$ cat config.mk
export PLATFORM = sky130hd
export DESIGN_NAME = des_iter_core
export DESIGN_NICKNAME = d
export VERILOG_FILES = /design/src/rtl/des_pkg.sv /design/src/rtl/des_sbox.sv /design/src/rtl/des_round.sv /design/src/rtl/des_key_sched.sv /design/src/rtl/des_iter_core.sv
export SDC_FILE = /design/constraint.sdc
export NUM_CORES = 1
export LEC_CHECK = 0
export ABC_AREA = 1
export CAP_MARGIN = 20
export CORE_MARGIN = 3
export CORE_UTILIZATION = 25
export DETAILED_ROUTE_END_ITERATION = 16
export PLACE_DENSITY = 0.49
export SLEW_MARGIN = 20
export SYNTH_ARGS = -nofsm -noshare
export SYNTH_HDL_FRONTEND = slang
export SYNTH_SLANG_ARGS = --single-unit
$ cat constraint.sdc
create_clock -name clk -period 3.7 [get_ports clk]
set_input_delay 0.925 -clock clk [delete_from_list [all_inputs] [get_ports clk]]
set_output_delay 0.925 -clock clk [all_outputs]
set_load 0.02 [all_outputs]
$ cat src/rtl/des_pkg.sv
package des_pkg;

   localparam int BLK_W    = 64;
   localparam int HALF_W   = 32;
   localparam int KHALF_W  = 28;
   localparam int SUBKEY_W = 48;
   localparam int NUM_SBOX = 8;

   localparam int IP_T [64] = '{
      58,50,42,34,26,18,10,2, 60,52,44,36,28,20,12,4,
      62,54,46,38,30,22,14,6, 64,56,48,40,32,24,16,8,
      57,49,41,33,25,17,9,1,  59,51,43,35,27,19,11,3,
      61,53,45,37,29,21,13,5, 63,55,47,39,31,23,15,7};

   localparam int FP_T [64] = '{
      40,8,48,16,56,24,64,32, 39,7,47,15,55,23,63,31,
      38,6,46,14,54,22,62,30, 37,5,45,13,53,21,61,29,
      36,4,44,12,52,20,60,28, 35,3,43,11,51,19,59,27,
      34,2,42,10,50,18,58,26, 33,1,41,9,49,17,57,25};

   localparam int E_T [48] = '{
      32,1,2,3,4,5,     4,5,6,7,8,9,       8,9,10,11,12,13,
      12,13,14,15,16,17, 16,17,18,19,20,21, 20,21,22,23,24,25,
      24,25,26,27,28,29, 28,29,30,31,32,1};

   localparam int P_T [32] = '{
      16,7,20,21,29,12,28,17, 1,15,23,26,5,18,31,10,
      2,8,24,14,32,27,3,9,    19,13,30,6,22,11,4,25};

   localparam int PC1_T [56] = '{
      57,49,41,33,25,17,9,  1,58,50,42,34,26,18,
      10,2,59,51,43,35,27,  19,11,3,60,52,44,36,
      63,55,47,39,31,23,15, 7,62,54,46,38,30,22,
      14,6,61,53,45,37,29,  21,13,5,28,20,12,4};

   localparam int PC2_T [48] = '{
      14,17,11,24,1,5,   3,28,15,6,21,10,  23,19,12,4,26,8,
      16,7,27,20,13,2,   41,52,31,37,47,55, 30,40,51,45,33,48,
      44,49,39,56,34,53, 46,42,50,36,29,32};

   localparam int SB1 [64] = '{
      14,4,13,1,2,15,11,8,3,10,6,12,5,9,0,7,
      0,15,7,4,14,2,13,1,10,6,12,11,9,5,3,8,
      4,1,14,8,13,6,2,11,15,12,9,7,3,10,5,0,
      15,12,8,2,4,9,1,7,5,11,3,14,10,0,6,13};
   localparam int SB2 [64] = '{
      15,1,8,14,6,11,3,4,9,7,2,13,12,0,5,10,
      3,13,4,7,15,2,8,14,12,0,1,10,6,9,11,5,
      0,14,7,11,10,4,13,1,5,8,12,6,9,3,2,15,
      13,8,10,1,3,15,4,2,11,6,7,12,0,5,14,9};
   localparam int SB3 [64] = '{
      10,0,9,14,6,3,15,5,1,13,12,7,11,4,2,8,
      13,7,0,9,3,4,6,10,2,8,5,14,12,11,15,1,
      13,6,4,9,8,15,3,0,11,1,2,12,5,10,14,7,
      1,10,13,0,6,9,8,7,4,15,14,3,11,5,2,12};
   localparam int SB4 [64] = '{
      7,13,14,3,0,6,9,10,1,2,8,5,11,12,4,15,
      13,8,11,5,6,15,0,3,4,7,2,12,1,10,14,9,
      10,6,9,0,12,11,7,13,15,1,3,14,5,2,8,4,
      3,15,0,6,10,1,13,8,9,4,5,11,12,7,2,14};
   localparam int SB5 [64] = '{
      2,12,4,1,7,10,11,6,8,5,3,15,13,0,14,9,
      14,11,2,12,4,7,13,1,5,0,15,10,3,9,8,6,
      4,2,1,11,10,13,7,8,15,9,12,5,6,3,0,14,
      11,8,12,7,1,14,2,13,6,15,0,9,10,4,5,3};
   localparam int SB6 [64] = '{
      12,1,10,15,9,2,6,8,0,13,3,4,14,7,5,11,
      10,15,4,2,7,12,9,5,6,1,13,14,0,11,3,8,
      9,14,15,5,2,8,12,3,7,0,4,10,1,13,11,6,
      4,3,2,12,9,5,15,10,11,14,1,7,6,0,8,13};
   localparam int SB7 [64] = '{
      4,11,2,14,15,0,8,13,3,12,9,7,5,10,6,1,
      13,0,11,7,4,9,1,10,14,3,5,12,2,15,8,6,
      1,4,11,13,12,3,7,14,10,15,6,8,0,5,9,2,
      6,11,13,8,1,4,10,7,9,5,0,15,14,2,3,12};
   localparam int SB8 [64] = '{
      13,2,8,4,6,15,11,1,10,9,3,14,5,0,12,7,
      1,15,13,8,10,3,7,4,12,5,6,11,0,14,9,2,
      7,11,4,1,9,12,14,2,0,6,10,13,15,3,5,8,
      2,1,14,7,4,10,8,13,15,12,9,0,3,5,6,11};

   // Tables count bits from 1 at the most significant end.
   function automatic logic [63:0] perm_ip(input logic [63:0] x);
      logic [63:0] y;
      for (int i = 0; i < 64; i++) y[6'(63 - i)] = x[6'(64 - IP_T[i])];
      return y;
   endfunction

   function automatic logic [63:0] perm_fp(input logic [63:0] x);
      logic [63:0] y;
      for (int i = 0; i < 64; i++) y[6'(63 - i)] = x[6'(64 - FP_T[i])];
      return y;
   endfunction

   function automatic logic [47:0] perm_e(input logic [31:0] x);
      logic [47:0] y;
      for (int i = 0; i < 48; i++) y[6'(47 - i)] = x[5'(32 - E_T[i])];
      return y;
   endfunction

   function automatic logic [31:0] perm_p(input logic [31:0] x);
      logic [31:0] y;
      for (int i = 0; i < 32; i++) y[5'(31 - i)] = x[5'(32 - P_T[i])];
      return y;
   endfunction

   function automatic logic [55:0] perm_pc1(input logic [63:0] x);
      logic [55:0] y;
      for (int i = 0; i < 56; i++) y[6'(55 - i)] = x[6'(64 - PC1_T[i])];
      return y;
   endfunction

   function automatic logic [47:0] perm_pc2(input logic [55:0] x);
      logic [47:0] y;
      for (int i = 0; i < 48; i++) y[6'(47 - i)] = x[6'(56 - PC2_T[i])];
      return y;
   endfunction

   // Per-round rotation of the key halves; round index counts from 0.
   function automatic logic [1:0] rot_amount(input logic [3:0] rnd, input logic dec);
      logic single;
      single = (rnd == 4'd0) || (rnd == 4'd1) || (rnd == 4'd8) || (rnd == 4'd15);
      if (dec && rnd == 4'd0) return 2'd0;
      return single ? 2'd1 : 2'd2;
   endfunction

endpackage

$ cat src/rtl/des_sbox.sv
module des_sbox #(
   parameter int IDX = 0
) (
   input  logic [5:0] grp,
   output logic [3:0] nib
);
   logic [5:0] sel;
   assign sel = {grp[5], grp[0], grp[4:1]};

   if (IDX < 0 || IDX > 7) begin : g_bad
      $error("des_sbox: IDX out of range");
   end

   case (IDX)
      0: begin : g_s1 assign nib = 4'(des_pkg::SB1[sel]); end
      1: begin : g_s2 assign nib = 4'(des_pkg::SB2[sel]); end
      2: begin : g_s3 assign nib = 4'(des_pkg::SB3[sel]); end
      3: begin : g_s4 assign nib = 4'(des_pkg::SB4[sel]); end
      4: begin : g_s5 assign nib = 4'(des_pkg::SB5[sel]); end
      5: begin : g_s6 assign nib = 4'(des_pkg::SB6[sel]); end
      6: begin : g_s7 assign nib = 4'(des_pkg::SB7[sel]); end
      default: begin : g_s8 assign nib = 4'(des_pkg::SB8[sel]); end
   endcase
endmodule

$ cat src/rtl/des_round.sv
module des_round
   import des_pkg::*;
(
   input  logic [HALF_W-1:0]   left_in,
   input  logic [HALF_W-1:0]   right_in,
   input  logic [SUBKEY_W-1:0] subkey,
   output logic [HALF_W-1:0]   right_out
);
   localparam int GRP_W = SUBKEY_W / NUM_SBOX;
   localparam int NIB_W = HALF_W / NUM_SBOX;

   logic [SUBKEY_W-1:0] mixed;
   logic [HALF_W-1:0]   subst;

   assign mixed = perm_e(right_in) ^ subkey;

   for (genvar j = 0; j < NUM_SBOX; j++) begin : g_box
      des_sbox #(.IDX(j)) u_box (
         .grp (mixed[SUBKEY_W-1-GRP_W*j -: GRP_W]),
         .nib (subst[HALF_W-1-NIB_W*j -: NIB_W])
      );
   end

   assign right_out = left_in ^ perm_p(subst);
endmodule

$ cat src/rtl/des_key_sched.sv
module des_key_sched
   import des_pkg::*;
#(
   parameter int CNT_W = 4
) (
   input  logic                clk,
   input  logic                load,
   input  logic                step,
   input  logic [BLK_W-1:0]    key_in,
   input  logic                dec,
   input  logic [CNT_W-1:0]    rnd,
   output logic [SUBKEY_W-1:0] subkey
);
   logic [KHALF_W-1:0] c_q, d_q, c_rot, d_rot;
   logic [55:0]        pc1;
   logic [1:0]         amt;

   assign pc1 = perm_pc1(key_in);
   assign amt = rot_amount(4'(rnd), dec);

   function automatic logic [KHALF_W-1:0] rot(input logic [KHALF_W-1:0] x,
                                              input logic [1:0] n, input logic right);
      case ({right, n})
         3'b001:  return {x[KHALF_W-2:0], x[KHALF_W-1]};
         3'b010:  return {x[KHALF_W-3:0], x[KHALF_W-1:KHALF_W-2]};
         3'b101:  return {x[0], x[KHALF_W-1:1]};
         3'b110:  return {x[1:0], x[KHALF_W-1:2]};
         default: return x;
      endcase
   endfunction

   assign c_rot  = rot(c_q, amt, dec);
   assign d_rot  = rot(d_q, amt, dec);
   assign subkey = perm_pc2({c_rot, d_rot});

   always_ff @(posedge clk) begin
      if (load) begin
         c_q <= pc1[55:28];
         d_q <= pc1[27:0];
      end else if (step) begin
         c_q <= c_rot;
         d_q <= d_rot;
      end
   end
endmodule

$ cat src/rtl/des_iter_core.sv
module des_iter_core
   import des_pkg::*;
#(
   parameter int ROUNDS     = 16,
   parameter int DATA_WIDTH = 64
) (
   input  logic                  clk,
   input  logic                  en_n,
   input  logic [DATA_WIDTH-1:0] blk_in,
   input  logic [DATA_WIDTH-1:0] key_in,
   input  logic                  dec_sel,
   output logic [DATA_WIDTH-1:0] blk_out,
   output logic                  done
);
   localparam int CNT_W = $clog2(ROUNDS);
   localparam logic [CNT_W-1:0] LAST = CNT_W'(ROUNDS - 1);

   if (ROUNDS != 16) begin : g_bad_rounds
      $error("des_iter_core: key rotation schedule needs ROUNDS == 16");
   end
   if (DATA_WIDTH != BLK_W) begin : g_bad_width
      $error("des_iter_core: DATA_WIDTH must be 64");
   end

   logic                  busy_q;
   logic [CNT_W-1:0]      rnd_q;
   logic                  dec_q;
   logic [HALF_W-1:0]     left_q, right_q, right_nx;
   logic [SUBKEY_W-1:0]   subkey;
   logic [BLK_W-1:0]      ip_blk;
   logic                  load, step;

   assign ip_blk = perm_ip(blk_in);
   assign load   = !en_n && !busy_q;
   assign step   = !en_n && busy_q;

   des_key_sched #(.CNT_W(CNT_W)) u_ksched (
      .clk    (clk),
      .load   (load),
      .step   (step),
      .key_in (key_in),
      .dec    (dec_q),
      .rnd    (rnd_q),
      .subkey (subkey)
   );

   des_round u_round (
      .left_in   (left_q),
      .right_in  (right_q),
      .subkey    (subkey),
      .right_out (right_nx)
   );

   always_ff @(posedge clk) begin
      if (en_n) begin
         busy_q  <= 1'b0;
         rnd_q   <= '0;
         done    <= 1'b0;
         blk_out <= '0;
      end else begin
         done <= 1'b0;
         if (!busy_q) begin
            busy_q  <= 1'b1;
            rnd_q   <= '0;
            dec_q   <= dec_sel;
            left_q  <= ip_blk[BLK_W-1:HALF_W];
            right_q <= ip_blk[HALF_W-1:0];
         end else begin
            left_q  <= right_q;
            right_q <= right_nx;
            rnd_q   <= rnd_q + 1'b1;
            if (rnd_q == LAST) begin
               busy_q  <= 1'b0;
               done    <= 1'b1;
               blk_out <= perm_fp({right_nx, right_q});
            end
         end
      end
   end
endmodule

==> summary.md <==
| Metric | Value |
|---|---|
| Crit path capture type | `flip-flop` |
| Psw | `between 1 and 1.5 mW` |
| Routed WL per cell | `roughly 14 um` |
| CTS Buf Count | `9` |
| Crit path DAT | `between 3 and 4 ns` |
| Worst Reg-to-Reg Cells | `22` |
| Max Transition Viols Final | `0` |
| Post-route insts no fill | `roughly 1200` |
| Seq cells post-synth | `78` |
| Final antenna-violating net count | `0` |
| CP Max Fanout | `15` |
| Final RePlAce weighted congestion | `approximately 0.87` |
| CTS tree | `done` |
| Port bufs | `47` |
| Initial DRT Pass Iterations | `5` |
| Synthesis-to-finish area growth | `16.73%` |
| Cell breakdown of the critical path | `inv_1 > ha_1 > a21oi_4 > nand2_4 > inv_4 > nand2_1 > nand3_1 > o22ai_1 > or2_1 > nand2_1 > inv_1 > ha_1 > inv_1 > nand3_1 > o21ai_0 > nor2_1 > nor2_1 > nand2_1 > nand2_1 > nand2_1 > nand3_1 > nand2_1` |
| Core Rows | `56` |
| Global-route wire length before repair | `between 20000 and 30000 um` |
| Reg-to-Reg End | `right_q[5]$_DFFE_PN_` |
| Synth Instances | `790` |
| Root buffer cell | `clkbuf_16` |
| Max Cap Violations | `0` |
| Maximum buffer depth of the clock tree | `2` |
| Final period utilization | `0.9053` |
| Run status | `finished clean` |
| Die Span Y | `160.8 um` |
| Synth unique cells | `47` |
| Fraction of registers with async set/reset | `0` |
| GRT Resource Usage Total | `0.1280` |
| Clock power frac | `0.328` |
| Dominant synthesized flop cell | `edfxtp_1` |
| Largest net degree at the start of global routing | `28` |
| WP data required | `3.80 ns` |
| Buf/Inv on CP | `4` |
| Hold path cells | `1` |
| # DRC | `0` |
| Antenna violations before repair | `0` |
| Synth area leader | `edfxtp_1` |
| Yosys top cell area share | `0.2806` |
| Switch share | `0.3574` |
| Max Freq | `between 0.2 and 0.3 GHz` |
| Part of the power in registers | `0.365` |
| Routed vias/inst | `approximately 4.5` |
| Critical Path Most Common Cell | `nand2_1` |
| Sequential-to-total area share from yosys stat | `0.3541` |
| Clk_lat worst skew | `between 0.3 and 0.4 ns` |
| Hold EP | `blk_out[5]$_SDFFE_PP0P_` |
| Sink Count | `78` |
| Worst VDD drop | `between 0.2 and 0.25 mV` |
| Cell Pwr Density | `approximately 430 mW/mm^2` |
| PostCTS Resize Cnt | `0` |
| LEAKAGE | `3.082 nW` |
| Syn avg cell area | `between 7 and 8 sq um` |
| Worst Skew | `0.01052 ns` |
| Die ar. | `between 0.02 and 0.03 sq mm` |
| Total core area | `roughly 0.024 sq mm` |
| Final WL | `between 15000 and 20000 um` |
| Boundary Pins | `196` |
| RSZ-0062 raised after global routing | `false` |
| Reg2reg start | `rnd_q[0]$_SDFF_PN0_` |
| CP max stage cell | `dfxtp_1` |
| DRT iter0 DRCs | `between 300 and 400` |
| Hpwl dp | `12570 um` |
| Initial Util | `0.2545` |
| Cell Int Power | `roughly 1.9 mW` |
| Final hold viol count | `0` |
| Congestion Overflow GR | `0` |
| Post-route setup TNS | `0 ns` |
| Htree depth | `3` |
| Via Count | `5219` |
| Vias in the first global route | `4901` |
| EDFF count, synth | `56` |
| Kind of critical path | `flip-flop to flip-flop` |
| Hold WC Path Type | `flip-flop to flip-flop` |
| Synth top cells by count | `nand2_1 (199), nand3_1 (104), inv_1 (75), nor2_1 (59), edfxtp_1 (56)` |
| Die width | `between 150 and 200 um` |
| Most frequent cell after synthesis | `nand2_1` |
| # diodes | `0` |
| Ys Warns | `0` |
| Post-Place Cells | `roughly 1200` |
| Crit path launch type | `flip-flop` |
| Clk slew on worst S/H paths | `around 0.06 ns` |
| Final setup viols | `0` |
| Crit-path leading delay family | `simple AND/OR/NAND/NOR gates` |
| Synth Cell Area | `0.005992 sq mm` |
| Layout cell share with drive strength beyond 1 | `0.1403` |
| Largest cells by area after synthesis | `edfxtp_1 (28%), nand2_1 (12%), nand3_1 (8.7%)` |
| Final min period | `about 3.3 ns` |
| Worst Hold Launch | `right_q[23]$_SDFFCE_PP0N_` |
| Comb power frac | `0.307` |
| Net count, final | `about 1000` |
| Crit-path max cell delay | `0.40 ns` |
| Reg2Reg Setup Slack | `~0.35 ns` |
-- power by group through the flow --
stage | sequential [mW] | combinational [mW] | clock, mW
5_1_grt | 1.10 | 1.04 | 1.03
4_1_cts | 1.09 | 0.916 | 1.00
6_report | 1.09 | 0.915 | 0.980
3_5_place_dp | 1.11 | 0.912 | 0
2_1_floorplan | 1.08 | 0.742 | 0
3_3_place_gp | 1.11 | 0.912 | 0
-- placed cells by master (no fill, tap or decap), types with 4 or more instances in the layout --
| cell type | count |
|---|---|
| clkbuf_16 | 10 |
| a21oi_1 | 13 |
| nand2_4 | 4 |
| o22ai_1 | 7 |
| or2_2 | 4 |
| buf_4 | 17 |
| a221oi_1 | 6 |
| o21ai_0 | 32 |
| nand3_1 | 104 |
| o21ai_1 | 6 |
| clkdlybuf4s50_1 | 47 |
| edfxtp_1 | 56 |
| dfxtp_1 | 22 |
| o21ai_2 | 7 |
| ha_1 | 22 |
| inv_2 | 11 |
| nand4_1 | 11 |
| nand2_1 | 199 |
| a22o_1 | 8 |
| nand3_2 | 14 |
| nor2_2 | 5 |
| nor2_1 | 58 |
| inv_1 | 75 |
| a21oi_2 | 5 |
| conb_1 | 48 |
| nand2_2 | 22 |
-- sequential cells by signal (all words and copies together) (netlist names) --
name and flops:
blk_out 16, done 1, dec_q 1, left_q 7
u_ksched.d_q 28, right_q 20, busy_q 1, rnd_q 4
-- stage by stage --
step,util,power (mW),hold WS [ns],cell area [sq um],setup slack [ns]
2_1_floorplan,-,1.819,0.4420,6168,0.8678
3_3_place_gp,0.2829,2.019,0.4446,6660,0.3240
3_5_place_dp,0.2829,2.019,0.4487,6660,0.2984
4_1_cts,0.2968,3.006,0.4720,6987,0.2861
5_1_grt,0.2971,3.172,0.4886,6994,0.03030
6_report,0.2971,2.983,0.4666,6994,0.3503
-- routing by layer --
metal  share of wire  GRT usage
met1            0.48     0.1787
met4           0.024    0.05123
met3           0.048    0.01419
met5               0          0
met2            0.45     0.2025
-- final cells by class --
type                    count  area, sq um
clock buffers              11        264.0
clock inverters             5        62.56
fillers                  2602        16550
inverters                  88        332.8
multi-input cells         602         3216
flip-flops and latches     78         2122
well taps                 319        399.1
repair buffers             64        598.1
-- logic make-up (layout without fill, tap and decap cells) --
kind of cell             Yosys count  after routing  share of synthesized area
other                              1             48                  0.0006258
adder cells (fa/ha/maj)           22             22                    0.04594
buffers and inverters            157            168                     0.1399
XOR/XNOR                           4              4                   0.008353
AO/OA/AOI/OAI                     94             94                     0.1044
AND/OR/NAND/NOR                  434            434                     0.3466
flip-flops                        78             78                     0.3541
-- worst max path at each step --
stage / from / endpoint / slack, ns / cells past startpoint
4_1_cts: rnd_q[0]$_SDFF_PN0_ / right_q[5]$_DFFE_PN_ / 0.29 / 20
3_5_place_dp: rnd_q[0]$_SDFF_PN0_ / right_q[11]$_DFFE_PN_ / 0.30 / 19
3_3_place_gp: rnd_q[0]$_SDFF_PN0_ / right_q[11]$_DFFE_PN_ / 0.32 / 19
5_1_grt: rnd_q[0]$_SDFF_PN0_ / right_q[5]$_DFFE_PN_ / 0.03 / 22
2_1_floorplan: rnd_q[0]$_SDFF_PN0_ / right_q[5]$_DFFE_PN_ / 0.87 / 20
6_report: rnd_q[0]$_SDFF_PN0_ / right_q[5]$_DFFE_PN_ / 0.35 / 22
-- repair_timing --
action / CTS / global route
hold endpoints to repair: 0 / 0
hold buffers: 0 / 0
buffers inserted: 0 / 1
endpoints found under the setup margin: 0 / 1
Note: power is estimated with default switching activity, not from simulation.
